### config.mk
export PLATFORM = sky130hd
export DESIGN_NAME = fburst_sram
export DESIGN_NICKNAME = d
export VERILOG_FILES = /design/src/rtl/fbs_pkg.sv /design/src/rtl/fbs_burst_order.sv /design/src/rtl/fbs_cycle_decode.sv /design/src/rtl/fbs_sleep_ctl.sv /design/src/rtl/fbs_lane_array.sv /design/src/rtl/fburst_sram.sv
export SDC_FILE = /design/constraint.sdc
export NUM_CORES = 2
export LEC_CHECK = 0
export ABC_AREA = 0
export CAP_MARGIN = 20
export CELL_PAD_IN_SITES_DETAIL_PLACEMENT = 0
export CELL_PAD_IN_SITES_GLOBAL_PLACEMENT = 1
export CORE_ASPECT_RATIO = 0.9
export CORE_MARGIN = 2
export CORE_UTILIZATION = 40
export DETAILED_ROUTE_END_ITERATION = 8
export HOLD_SLACK_MARGIN = 0.08
export PLACE_DENSITY = 0.62
export SLEW_MARGIN = 30
export SYNTH_ARGS = -nofsm -noshare
export SYNTH_HDL_FRONTEND = slang
export SYNTH_SLANG_ARGS = --single-unit
### constraint.sdc
create_clock -name clk -period 3.72 [get_ports clk]
set_input_delay 0.558 -clock clk [delete_from_list [all_inputs] [get_ports clk]]
set_output_delay 0.558 -clock clk [all_outputs]
set_load 0.01 [all_outputs]
### src/rtl/fbs_pkg.sv
package fbs_pkg;

    typedef enum logic [2:0] {
        CYC_LOAD_RD,
        CYC_LOAD_WR,
        CYC_DESEL,
        CYC_STEP,
        CYC_HOLD
    } cyc_kind_e;

endpackage

### src/rtl/fbs_burst_order.sv
module fbs_burst_order #(
    parameter int CNT_W = 2
) (
    input  logic [CNT_W-1:0] start_i,
    input  logic [CNT_W-1:0] count_i,
    input  logic             ilv_i,
    output logic [CNT_W-1:0] pos_o
);

    always_comb begin
        if (ilv_i) begin
            pos_o = start_i ^ count_i;
        end else begin
            pos_o = start_i + count_i;
        end
    end

endmodule

### src/rtl/fbs_cycle_decode.sv
module fbs_cycle_decode
    import fbs_pkg::*;
#(
    parameter int LANES = 4
) (
    input  logic             strt_host_n,
    input  logic             strt_ctl_n,
    input  logic             step_n,
    input  logic             en_main_n,
    input  logic             en_aux,
    input  logic             en_aux_n,
    input  logic             wr_all_n,
    input  logic             lane_gate_n,
    input  logic [LANES-1:0] lane_n,
    output cyc_kind_e        kind_o,
    output logic [LANES-1:0] lane_we_o
);

    logic enables_ok;
    logic host_start;

    always_comb begin
        enables_ok = !en_main_n && en_aux && !en_aux_n;
        host_start = !strt_host_n && !en_main_n;

        if (host_start) begin
            kind_o = enables_ok ? CYC_LOAD_RD : CYC_DESEL;
        end else if (!strt_ctl_n) begin
            kind_o = enables_ok ? CYC_LOAD_WR : CYC_DESEL;
        end else if (!step_n) begin
            kind_o = CYC_STEP;
        end else begin
            kind_o = CYC_HOLD;
        end

        if (!wr_all_n) begin
            lane_we_o = '1;
        end else if (!lane_gate_n) begin
            lane_we_o = ~lane_n;
        end else begin
            lane_we_o = '0;
        end
    end

endmodule

### src/rtl/fbs_sleep_ctl.sv
module fbs_sleep_ctl #(
    parameter int SLEEP_CYC = 2,
    parameter int WAKE_CYC  = 2
) (
    input  logic clk,
    input  logic rst_n,
    input  logic sleep_i,
    output logic accept_o,
    output logic clear_o,
    output logic asleep_o
);

    localparam int MAXC = (SLEEP_CYC > WAKE_CYC) ? SLEEP_CYC : WAKE_CYC;
    localparam int CW   = $clog2(MAXC) + 1;

    typedef struct packed {
        logic          asleep;
        logic [CW-1:0] ent;
        logic [CW-1:0] wake;
    } slp_t;

    slp_t s_d, s_q;

    always_comb begin
        s_d      = s_q;
        accept_o = 1'b0;
        clear_o  = 1'b0;
        if (s_q.asleep) begin
            s_d.ent = '0;
            if (!sleep_i) begin
                s_d.asleep = 1'b0;
                s_d.wake   = CW'(WAKE_CYC - 1);
            end
        end else begin
            accept_o = (s_q.wake == '0);
            if (s_q.wake != '0) begin
                s_d.wake = s_q.wake - CW'(1);
            end
            if (sleep_i) begin
                if (s_q.ent == CW'(SLEEP_CYC - 1)) begin
                    s_d.asleep = 1'b1;
                    s_d.ent    = '0;
                    clear_o    = 1'b1;
                    accept_o   = 1'b0;
                end else begin
                    s_d.ent = s_q.ent + CW'(1);
                end
            end else begin
                s_d.ent = '0;
            end
        end
    end

    always_ff @(posedge clk or negedge rst_n) begin
        if (!rst_n) begin
            s_q <= '0;
        end else begin
            s_q <= s_d;
        end
    end

    assign asleep_o = s_q.asleep;

endmodule

### src/rtl/fbs_lane_array.sv
module fbs_lane_array #(
    parameter int ADDR_W = 6,
    parameter int LANE_W = 8,
    parameter int LANES  = 4
) (
    input  logic                    clk,
    input  logic                    we_i,
    input  logic [LANES-1:0]        lane_we_i,
    input  logic [ADDR_W-1:0]       waddr_i,
    input  logic [LANES*LANE_W-1:0] wdata_i,
    input  logic [ADDR_W-1:0]       raddr_i,
    output logic [LANES*LANE_W-1:0] rdata_o
);

    localparam int WORDS = 2 ** ADDR_W;

    for (genvar g = 0; g < LANES; g++) begin : g_lane
        logic [LANE_W-1:0] bank [WORDS];

        always_ff @(posedge clk) begin
            if (we_i && lane_we_i[g]) begin
                bank[waddr_i] <= wdata_i[g*LANE_W +: LANE_W];
            end
        end

        assign rdata_o[g*LANE_W +: LANE_W] = bank[raddr_i];
    end

endmodule

### src/rtl/fburst_sram.sv
module fburst_sram
    import fbs_pkg::*;
#(
    parameter int ADDR_W    = 6,
    parameter int LANE_W    = 8,
    parameter int LANES     = 4,
    parameter int SLEEP_CYC = 2,
    parameter int WAKE_CYC  = 2
) (
    input  logic                    clk,
    input  logic                    rst_n,
    input  logic [ADDR_W-1:0]       addr_i,
    input  logic                    strt_host_n,
    input  logic                    strt_ctl_n,
    input  logic                    step_n,
    input  logic                    en_main_n,
    input  logic                    en_aux,
    input  logic                    en_aux_n,
    input  logic                    wr_all_n,
    input  logic                    lane_gate_n,
    input  logic [LANES-1:0]        lane_n,
    input  logic                    out_en_n,
    input  logic                    order_ilv,
    input  logic                    sleep_i,
    input  logic [LANES*LANE_W-1:0] d_i,
    output logic [LANES*LANE_W-1:0] q_o,
    output logic                    q_en_o
);

    localparam int DATA_W  = LANES * LANE_W;
    localparam int BURST_W = 2;

    typedef struct packed {
        logic              sel;
        logic              wr;
        logic              ilv;
        logic [BURST_W-1:0] cnt;
        logic [ADDR_W-1:0] base;
    } st_t;

    st_t st_d, st_q;

    cyc_kind_e           kind;
    logic [LANES-1:0]    lane_we;
    logic                accept;
    logic                clear;
    logic                asleep;
    logic [BURST_W-1:0]  cur_lo, nxt_lo;
    logic [ADDR_W-1:0]   cur_addr, nxt_addr, waddr;
    logic                wen;
    logic [DATA_W-1:0]   rdata;

    fbs_cycle_decode #(.LANES(LANES)) u_dec (
        .strt_host_n (strt_host_n),
        .strt_ctl_n  (strt_ctl_n),
        .step_n      (step_n),
        .en_main_n   (en_main_n),
        .en_aux      (en_aux),
        .en_aux_n    (en_aux_n),
        .wr_all_n    (wr_all_n),
        .lane_gate_n (lane_gate_n),
        .lane_n      (lane_n),
        .kind_o      (kind),
        .lane_we_o   (lane_we)
    );

    fbs_sleep_ctl #(.SLEEP_CYC(SLEEP_CYC), .WAKE_CYC(WAKE_CYC)) u_slp (
        .clk      (clk),
        .rst_n    (rst_n),
        .sleep_i  (sleep_i),
        .accept_o (accept),
        .clear_o  (clear),
        .asleep_o (asleep)
    );

    fbs_burst_order #(.CNT_W(BURST_W)) u_ord_cur (
        .start_i (st_q.base[BURST_W-1:0]),
        .count_i (st_q.cnt),
        .ilv_i   (st_q.ilv),
        .pos_o   (cur_lo)
    );

    fbs_burst_order #(.CNT_W(BURST_W)) u_ord_nxt (
        .start_i (st_q.base[BURST_W-1:0]),
        .count_i (st_q.cnt + BURST_W'(1)),
        .ilv_i   (st_q.ilv),
        .pos_o   (nxt_lo)
    );

    assign cur_addr = {st_q.base[ADDR_W-1:BURST_W], cur_lo};
    assign nxt_addr = {st_q.base[ADDR_W-1:BURST_W], nxt_lo};

    always_comb begin
        st_d    = st_q;
        st_d.wr = 1'b0;
        wen     = 1'b0;
        waddr   = cur_addr;
        if (clear) begin
            st_d.sel = 1'b0;
            st_d.cnt = '0;
        end else if (accept) begin
            unique case (kind)
                CYC_LOAD_RD, CYC_LOAD_WR: begin
                    st_d.sel  = 1'b1;
                    st_d.base = addr_i;
                    st_d.cnt  = '0;
                    st_d.ilv  = order_ilv;
                    waddr     = addr_i;
                    wen       = (kind == CYC_LOAD_WR) && (|lane_we);
                end
                CYC_DESEL: begin
                    st_d.sel = 1'b0;
                end
                CYC_STEP: begin
                    if (st_q.sel) begin
                        st_d.cnt = st_q.cnt + BURST_W'(1);
                        waddr    = nxt_addr;
                        wen      = |lane_we;
                    end
                end
                CYC_HOLD: begin
                    wen = st_q.sel && (|lane_we);
                end
                default: begin
                    st_d.sel = st_q.sel;
                end
            endcase
            st_d.wr = wen;
        end
    end

    always_ff @(posedge clk or negedge rst_n) begin
        if (!rst_n) begin
            st_q <= '0;
        end else begin
            st_q <= st_d;
        end
    end

    fbs_lane_array #(.ADDR_W(ADDR_W), .LANE_W(LANE_W), .LANES(LANES)) u_mem (
        .clk       (clk),
        .we_i      (wen),
        .lane_we_i (lane_we),
        .waddr_i   (waddr),
        .wdata_i   (d_i),
        .raddr_i   (cur_addr),
        .rdata_o   (rdata)
    );

    assign q_en_o = st_q.sel && !st_q.wr && !out_en_n && !asleep;
    assign q_o    = q_en_o ? rdata : '0;

endmodule

==> flow_metrics.tcl <==
set metrics [dict create \
    crit_chain "ha_4, and2b_4, buf_12, xnor2_4, buf_8, buf_16, buf_6, mux4_2, a21o_1, nor4b_4, o32ai_4, buf_6" \
    antenna_found_initial 18 \
    yosys_warnings 0 \
    vias 59600 \
    synthDistinctLibCells 67 \
    hold_viol_final 0 \
    slew_headroom_pct 35.4 \
    p_sw_share_pct 35.6 \
    critPathMostFrequentCell "buf_6" \
    io_pins 88 \
    synthCells 5743 \
    cts_sinks 2064 \
    crit_path_top_delay_cell "mux4_2" \
    gp_congestion 0.863 \
    cp_slowest_stage_delay_ns 0.57 \
    peakVddDrop_v 0.000615 \
    highest_layer "met5" \
    cp.arrival_ns 3.98 \
    hp-class "primary input to flip-flop" \
    globalRouteOverflowTotal 0 \
    syn_avg_cell_area_um2 15.5 \
    status "finished, violations left" \
    worstMarginPinSlew_ns 0.968 \
    dieArea_um2 226000 \
    cts_tree "yes" \
    final_antenna_net_count 0 \
    violations "setup timing" \
    instances_no_fill 9841 \
    crit_required_ns 3.16 \
    synth_area_um2 89000 \
    path_class "flip-flop to primary output" \
    h-tree-depth 4 \
    cts-root-buf "clkbuf_16" \
    final_cell_mix "edfxtp_1, buf_4, nor3_1" \
    core_um2 221000 \
    fin_setup_tns_ns -22.93 \
    wl_met3_mm 24.7 \
    grt_max_degree 65 \
    nNetsFinal 6809 \
    place_hpwl_mm 192 \
    final_common_cell "edfxtp_1" \
    max_freq_mhz 220 \
    rows 164 \
    area_delta_synth_final_pct 27.0 \
    wl_mm 298 \
    synth-async-reset-ratio_pct 0.775 \
    final_cell_area_um2 113000 \
    start_util_pct 40.2 \
    wl_met2_mm 136 \
    place_area_um2 101000 \
    min_period_ns 4.54 \
    critPathBufInv 5 \
    crit_fanout 5 \
    vias_per_cell 6.06 \
    synth_nets 5801 \
    grt_pass1_vias 58000 \
    numCtsBuffers 214 \
    seq_area_frac_synth_pct 69.6 \
    drive_gt1_share_pct 33.4 \
    synth_edf_count 2048 \
    final_max_slew_viol_count 0 \
    min_period_over_period_pct 122 \
    dominantRegCellSynth "edfxtp_1" \
    end_kind "primary output" \
    critPathLaunchType "flip-flop" \
    p_seq_share_pct 30.8 \
    clk_latency_ns 0.88 \
    p_int_mw 53.9 \
    post-place-cells 9286 \
    p_leak_nw 38.1 \
    cts.path.max_buffers 3 \
    grt_pass1_wl_mm 422 \
    die_h_um 451 \
    port_buffers 87 \
    powerDensity_nw_per_um2 741 \
    path_clk_slew_ns 0.06 \
    finalClockSkew_ns 0.0565 \
    p_sw_mw 29.8 \
    drc 0 \
    setup_viol 32 \
    grt_usage_pct 25.7 \
    max_cap_viol_count 0 \
    power.clock.fraction_pct 25.8 \
    combPwrFrac_pct 43.4 \
    synth-seq-cells 2064 \
    drt_iter0_markers 6975 \
    path_delay_family "buffers and inverters" \
    post_drt_wl_per_cell_um 30.2 \
    met1Wirelength_mm 127 \
    die_w_um 501 \
    dr.pass1.iters 6 \
    layout_setup_ws_ns -0.818 \
    p_total_mw 83.7 \
    rsz0062_at_grt "true" \
]
worst register-to-register path, stage by stage, from the launching register on:
cell	delay, ns
dfrtp_1	0.40
buf_6	0.13
inv_4	0.03
ha_4	0.32
buf_12	0.14
buf_12	0.19
buf_4	0.18
buf_4	0.13
nand4b_1	0.13
a21oi_1	0.45
buf_4	0.21
nor2_4	0.10
buf_4	0.25
nor3_1	0.40
buf_4	0.26
cells in the mapped netlist, drive strengths merged, types with 5 or more instances:
| cell type | number | area, um2 |
|---|---|---|
| a211oi | 33 | 248 |
| a21boi | 12 | 90.1 |
| a21o | 24 | 180 |
| a21oi | 54 | 270 |
| a221o | 18 | 180 |
| a221oi | 72 | 631 |
| a31o | 32 | 280 |
| a31oi | 94 | 588 |
| a32oi | 32 | 280 |
| a41o | 10 | 100 |
| and3b | 13 | 114 |
| and4 | 19 | 166 |
| buf | 201 | 1010 |
| clkbuf | 304 | 1140 |
| dfrtp | 16 | 400 |
| edfxtp | 2048 | 61500 |
| inv | 7 | 26.3 |
| mux2 | 96 | 1080 |
| mux2i | 219 | 2190 |
| mux4 | 301 | 6780 |
| nand2 | 488 | 1830 |
| nand2b | 31 | 194 |
| nand3 | 129 | 646 |
| nor2 | 118 | 443 |
| nor2b | 31 | 194 |
| nor3 | 648 | 3250 |
| nor3b | 21 | 158 |
| nor4 | 48 | 300 |
| o211a | 10 | 100 |
| o21a | 6 | 45.0 |
| o21ai | 134 | 671 |
| o21bai | 27 | 203 |
| o221ai | 96 | 841 |
| o22a | 32 | 280 |
| o22ai | 56 | 350 |
| o311a | 9 | 90.1 |
| o311ai | 70 | 613 |
| o31ai | 38 | 285 |
| o32ai | 24 | 210 |
| or3 | 20 | 125 |
| or4 | 59 | 443 |
| xnor2 | 5 | 70.1 |
flip-flops by register name, indices dropped and copies added, names as in the netlist:
name,flops
st_q,7
u_mem.g_lane.bank,2048
u_slp.asleep_o,1
cur_addr,4
u_slp.s_q,4
final timing paths:
| check | from | end | slack [ns] | cells past startpoint |
|---|---|---|---|---|
| worst min register to register | u_slp.s_q[2] | u_slp.s_q[2] | 0.44 | 1 |
| max in group asynchronous | rst_n | cur_addr[4] | 2.81 | 1 |
| worst max register to register | st_q[6] | u_mem.g_lane[3].bank[61][0] | 0.12 | 14 |
| worst min-delay path | d_i[14] | u_mem.g_lane[1].bank[23][6] | 0.16 | 1 |
| min in group asynchronous | rst_n | u_slp.s_q[0] | 0.22 | 1 |
| worst max-delay path | st_q[0] | q_o[11] | -0.82 | 12 |
power by group through the flow:
stage / clock (mW) / combinational (mW) / sequential [mW]
detailed placement: 0 / 30.4 / 26.2
CTS: 21.9 / 34.2 / 25.7
global route: 22.8 / 37.9 / 25.8
floorplan: 0 / 15.6 / 26.2
global placement: 0 / 30.2 / 26.2
finish: 21.6 / 36.3 / 25.8
per-layer routing:
| metal | vias to the layer above | GRT usage, % |
|---|---|---|
| li1 | 25400 | - |
| met2 | 2598 | 39.5 |
| met1 | 31100 | 37.2 |
| met5 | - | 0 |
| met4 | 10 | 8.09 |
| met3 | 438 | 4.52 |
repair_timing:
item                                    in CTS  in global routing
cloned                                      24                 11
pin swaps                                  107                119
hold buffers                                 0                  0
endpoints found under the setup margin      40                 34
setup buffers                               92                 64
resized for setup                          492                205
final cells by class:
class	count	area, um2
clock inverter	148	1550
multi-input combinational	3168	27300
timing repair buffer	1296	13000
tap	2905	3630
inverter	7	31.3
sequential	2064	61900
antenna	6	15.0
clock buffer	247	5510
fill	18100	108000
per-stage QoR:
| step | utilization, % | setup slack, ns | hold WS [ns] |
|---|---|---|---|
| final | 51.0 | -0.818 | 0.162 |
| after global routing | 51.0 | -0.886 | 0.135 |
| after detailed placement | 45.7 | -0.843 | 0.429 |
| after CTS | 50.3 | -0.899 | 0.109 |
| after global placement | 45.7 | -0.843 | 0.420 |
| after floorplan | - | 0.358 | 0.262 |
kinds of logic after synthesis:
family                     after synthesis  share of synthesized area, %
xor gates and xnor gates                 6                        0.0971
AOI/OAI and AO/OA                      894                          7.47
DFF                                   2064                          69.6
muxes                                  616                          11.3
and+or+nand+nor                       1648                          9.05
buffers and inverters                  512                          2.45
adders and majority gates                3                        0.0422
No activity file was read; power rests on OpenSTA's default activity.
